<file path="src/rtl/stn_scan.sv">
module stn_scan #(
  parameter int COLS = 16,
  parameter int ROWS = 4,
  parameter int AW   = $clog2((COLS / 4) * ROWS)
) (
  input  logic          clk,
  input  logic          rst,
  input  logic [AW-1:0] hst_addr,
  input  logic [3:0]    hst_wdata,
  input  logic          hst_we,
  output logic [3:0]    hst_rdata,
  output logic [3:0]    pnl_data,
  output logic          pnl_shclk,
  output logic          pnl_latch,
  output logic          pnl_frame
);

  localparam int WPR   = COLS / 4;
  localparam int DEPTH = WPR * ROWS;
  localparam int HW    = $clog2(WPR);
  localparam int VW    = $clog2(ROWS);

  generate
    if ((COLS % 4) != 0 || COLS < 8 || ROWS < 2) begin : g_bad_geometry
      $error("stn_scan: COLS must be a multiple of 4 and >= 8, ROWS >= 2");
    end
  endgenerate

  logic [3:0]    mem [DEPTH];
  logic [2:0]    ph;
  logic [HW-1:0] hcnt;
  logic [VW-1:0] vcnt;
  logic          lslot;
  logic [3:0]    rd_q;
  logic [3:0]    dat_q;
  logic          shclk_q;
  logic [AW-1:0] scan_addr;

  wire slot_end = (ph == 3'd7);
  wire h_last   = (hcnt == HW'(WPR - 1));
  wire v_last   = (vcnt == VW'(ROWS - 1));

  assign scan_addr = AW'(vcnt) * AW'(WPR) + AW'(hcnt);

  always_ff @(posedge clk) begin
    if (hst_we) mem[hst_addr] <= hst_wdata;
    hst_rdata <= mem[hst_addr];
  end

  always_ff @(posedge clk) begin
    if (ph == 3'd1) rd_q <= mem[scan_addr];
  end

  always_ff @(posedge clk) begin
    if (rst) begin
      ph    <= '0;
      hcnt  <= '0;
      vcnt  <= '0;
      lslot <= 1'b0;
    end else begin
      ph <= ph + 3'd1;
      if (slot_end) begin
        if (lslot) begin
          lslot <= 1'b0;
          hcnt  <= '0;
          vcnt  <= v_last ? '0 : vcnt + VW'(1);
        end else if (h_last) begin
          lslot <= 1'b1;
        end else begin
          hcnt <= hcnt + HW'(1);
        end
      end
    end
  end

  always_ff @(posedge clk) begin
    if (rst) begin
      shclk_q <= 1'b0;
      dat_q   <= '0;
    end else begin
      if (ph == 3'd0)      shclk_q <= ~lslot;
      else if (ph == 3'd4) shclk_q <= 1'b0;
      if (ph == 3'd3)      dat_q   <= lslot ? 4'd0 : rd_q;
    end
  end

  assign pnl_data  = dat_q;
  assign pnl_shclk = shclk_q;
  assign pnl_latch = lslot;
  assign pnl_frame = lslot & v_last;

endmodule

</file>
<file path="config.mk">
export PLATFORM = sky130hd
export DESIGN_NAME = stn_scan
export DESIGN_NICKNAME = d
export VERILOG_FILES = /design/src/rtl/stn_scan.sv
export SDC_FILE = /design/constraint.sdc
export NUM_CORES = 1
export LEC_CHECK = 0
export ABC_AREA = 1
export BUFFER_PORTS_ARGS = -buffer_cell sky130_fd_sc_hd__buf_4
export CAP_MARGIN = 20
export CORE_AREA = 4 4 110 112
export CTS_CLUSTER_DIAMETER = 100
export DETAILED_ROUTE_END_ITERATION = 6
export DIE_AREA = 0 0 114 116
export MAX_ROUTING_LAYER = met4
export PLACE_DENSITY = 0.55
export SETUP_SLACK_MARGIN = 0.15
export SLEW_MARGIN = 20
export SYNTH_ARGS = -nofsm -noshare
export SYNTH_HDL_FRONTEND = slang
export SYNTH_SLANG_ARGS = --single-unit
</file>
<file path="constraint.sdc">
create_clock -name clk -period 3.3 [get_ports clk]
set_input_delay 0.66 -clock clk [delete_from_list [all_inputs] [get_ports clk]]
set_output_delay 0.66 -clock clk [all_outputs]
set_load 0.02 [all_outputs]
</file>
==> results.md <==
* Run status: finished clean
* Worst max-slew margin expressed relative to the limit at 0.482
* Total wire length at 10700 um
* Die area at 0.0132 sq mm
* Static Leak at around 0.0023 uW
* Data arrival time of the worst path at between 1 and 1.5 ns
* Power Dens Cells at approximately 470 mW/mm^2
* Number of storage elements in the synthesis netlist at 85
* Number of levels in the clock H-tree at 3
* Clock transition at the registers of the reported paths at ~0.060 ns
* TNS Setup at 0 ns
* Max-capacitance violation count at 0
* Final GP Congestion at a little over 0.9
* Clock Skews at roughly 0.007 ns
* Antenna violations before repair at 0
* Biggest fanout along the worst timing path at 11
* Number of buffers inserted during clock tree synthesis at 9
* Count of hold-fix buffers inserted at cts at 0
* Overall die height at 116 um
* Number of nets in the layout at slightly below 600
* Die span in x at about 110 um
* Total of fill cells in the finished design at 1130
* Overflow after GRT at 0
* Capturing element type of the critical path: primary output
* Synth Instances at roughly 550
* Final instance area at a little under 0.005 sq mm
* Worst Hold Class: reg -> reg
* Final worst-path cycle share at 0.643
* Synthesis warning total at 0
* WL/cell at around 15 um
* ANT nets after route at 0
* Vias per inst at approximately 4.8
* First-pass GRT wire length at about 17000 um
* Count of unique library cells instantiated by Yosys at 20
* Final number of max-transition violations at 0
* Category of the most critical setup path: reg -> out
* RSZ-0062 raised after global routing: false
* Number of DRC violations after detailed routing at 0
* Worst Hold Slack at 0.466 ns
* Mean instance size in the synthesized netlist at about 7.9 sq um
* Peak supply drop at 0.284 mV
* TritonCTS clock tree: built
* Clock net sink count at 85
* Startpoint type of the worst setup path: register
* Total of cells resized after clock tree synthesis at 0
* Starting Density at 0.390
* Via count of the first global-routing pass at between 3000 and 4000
* Syn Std Cell Area at around 0.0044 sq mm
* Initial detailed-routing violation count at between 200 and 300
* Synthesized net count at approximately 570
* Endpoint required time on the critical path at 2.64 ns
* Clock root cell: sky130_fd_sc_hd__clkbuf_16
* Sequential share of the synthesized area at 0.544
* Core box area at between 0.01 and 0.015 sq mm
* FP Rows at 39
* Maximum clock insertion buffer count at 2
* Number of optimization iterations in the first detailed-route pass at 5
* Fraction of layout cells with a size suffix above 1 at 0.0668
* Shortest clock period the worst path allows after layout at ~2.1 ns
* Setup violators final at 0
* Final Hold Fails at 0
* Post-CTS Setup Repair Bufs at 0
* Routed via count at between 3000 and 4000
* Commonest cells after routing, fill and taps aside: 266 x sky130_fd_sc_hd__nand2_1, 72 x sky130_fd_sc_hd__inv_1, 68 x sky130_fd_sc_hd__edfxtp_1
* Most common library cell in the layout ignoring fill and taps: sky130_fd_sc_hd__nand2_1
* Number of input and output port buffers inserted at 21
* Area post-placement at 0.00456 sq mm
* Count of antenna diodes in the layout at 0
* Later-pin clock latency in the skew report at about 0.35 ns
* Area overhead of the layout relative to synthesis at 10.1%
* Maximum achievable frequency at ~470 MHz
* Ports at 22
* Maximum number of pins on one net before global-route repair at 36
* Slew at the pin closest to its max-slew limit at approximately 0.78 ns
* HPWL after detailed placement at between 7000 and 8000 um
* Aggregate global-route resource usage at 0.177
-- synthesized netlist by cell type, drive strengths merged --
cell    number  share of area
nand2      266           0.23
inv         76          0.066
edfxtp      68           0.47
nand3       56          0.064
nor2        25          0.021
buf         21          0.037
dfxtp       17          0.078
a21oi        7         0.0080
ha           7          0.020
o21ai        3         0.0034
nor3         2         0.0023
a211oi       1         0.0017
clkbuf       1        0.00086
clkinv       1        0.00086
nand4        1         0.0014
o31ai        1         0.0017
-- cell type report --
| cell class | count | area, sq um | area share |
|---|---|---|---|
| clock buffers | 11 | 233 | 0.0483 |
| clock inverters | 5 | 27.5 | 0.00571 |
| well taps | 143 | 179 | 0.0371 |
| multi-input cells | 369 | 1540 | 0.320 |
| flip-flops and latches | 85 | 2380 | 0.494 |
| inverters | 77 | 294 | 0.0610 |
| repair buffers | 22 | 165 | 0.0343 |
-- worst paths after layout --
path                                 start                  endpoint  slack, ns  cells after the start
setup / recovery      vcnt[0]$_SDFFE_PP0P_                 pnl_frame       1.18                      4
setup reg to reg      hcnt[0]$_SDFFE_PP0P_         rd_q[0]$_DFFE_PN_       1.30                      7
hold reg to reg   pnl_data[2]$_SDFFE_PP0N_  pnl_data[2]$_SDFFE_PP0N_       0.47                      2
hold / removal    pnl_data[2]$_SDFFE_PP0N_  pnl_data[2]$_SDFFE_PP0N_       0.47                      2
-- state kept, by name, indices dropped and copies added (netlist names) --
signal and flops:
hcnt 2, ph 3, pnl_data 4, vcnt 2, hst_rdata 4, pnl_shclk 1, pnl_latch 1, rd_q 4
mem 64
-- per-stage QoR --
stage / std cells / util / worst slack, ns / total power (uW)
2_1_floorplan: 553 / - / 1.58 / 1340
3_3_place_gp: 696 / 0.406 / 1.11 / 1410
3_5_place_dp: 696 / 0.406 / 1.09 / 1410
4_1_cts: 712 / 0.430 / 1.15 / 2300
5_1_grt: 712 / 0.430 / 1.08 / 2370
6_report: 712 / 0.430 / 1.18 / 2280
-- worst max-delay path, cell delays in order, from the launching register on --
cell	delay [ns]
sky130_fd_sc_hd__dfxtp_1	0.61
sky130_fd_sc_hd__ha_1	0.27
sky130_fd_sc_hd__nand2_1	0.06
sky130_fd_sc_hd__inv_1	0.05
sky130_fd_sc_hd__buf_4	0.13
-- cells by family (layout without fill, tap and decap cells) --
| group | Yosys count | count (layout) | share of synthesized area |
|---|---|---|---|
| fa+ha+maj | 7 | 7 | 0.0200 |
| flops | 85 | 85 | 0.544 |
| buf+inv | 99 | 115 | 0.105 |
| compound gates | 12 | 12 | 0.0148 |
| simple gates | 350 | 350 | 0.317 |
-- per-layer routing --
metal | track usage | up-vias | part of all wire
met1 | 0.217 | 1557 | 0.45
met3 | 0.0418 | 27 | 0.054
met4 | 0.0847 | 0 | 0.034
li1 | - | 1734 | -
met2 | 0.277 | 98 | 0.46
met5 | - | - | 0
-- where the power goes --
| part | switching [uW] | internal [uW] | leakage [uW] |
|---|---|---|---|
| Clock | 395 | 503 | 0.000121 |
| Combinational | 125 | 55.8 | 0.00140 |
| Sequential | 14.7 | 1190 | 0.000755 |
| Total | 535 | 1750 | 0.00228 |
No activity file was read; power rests on OpenSTA's default activity.
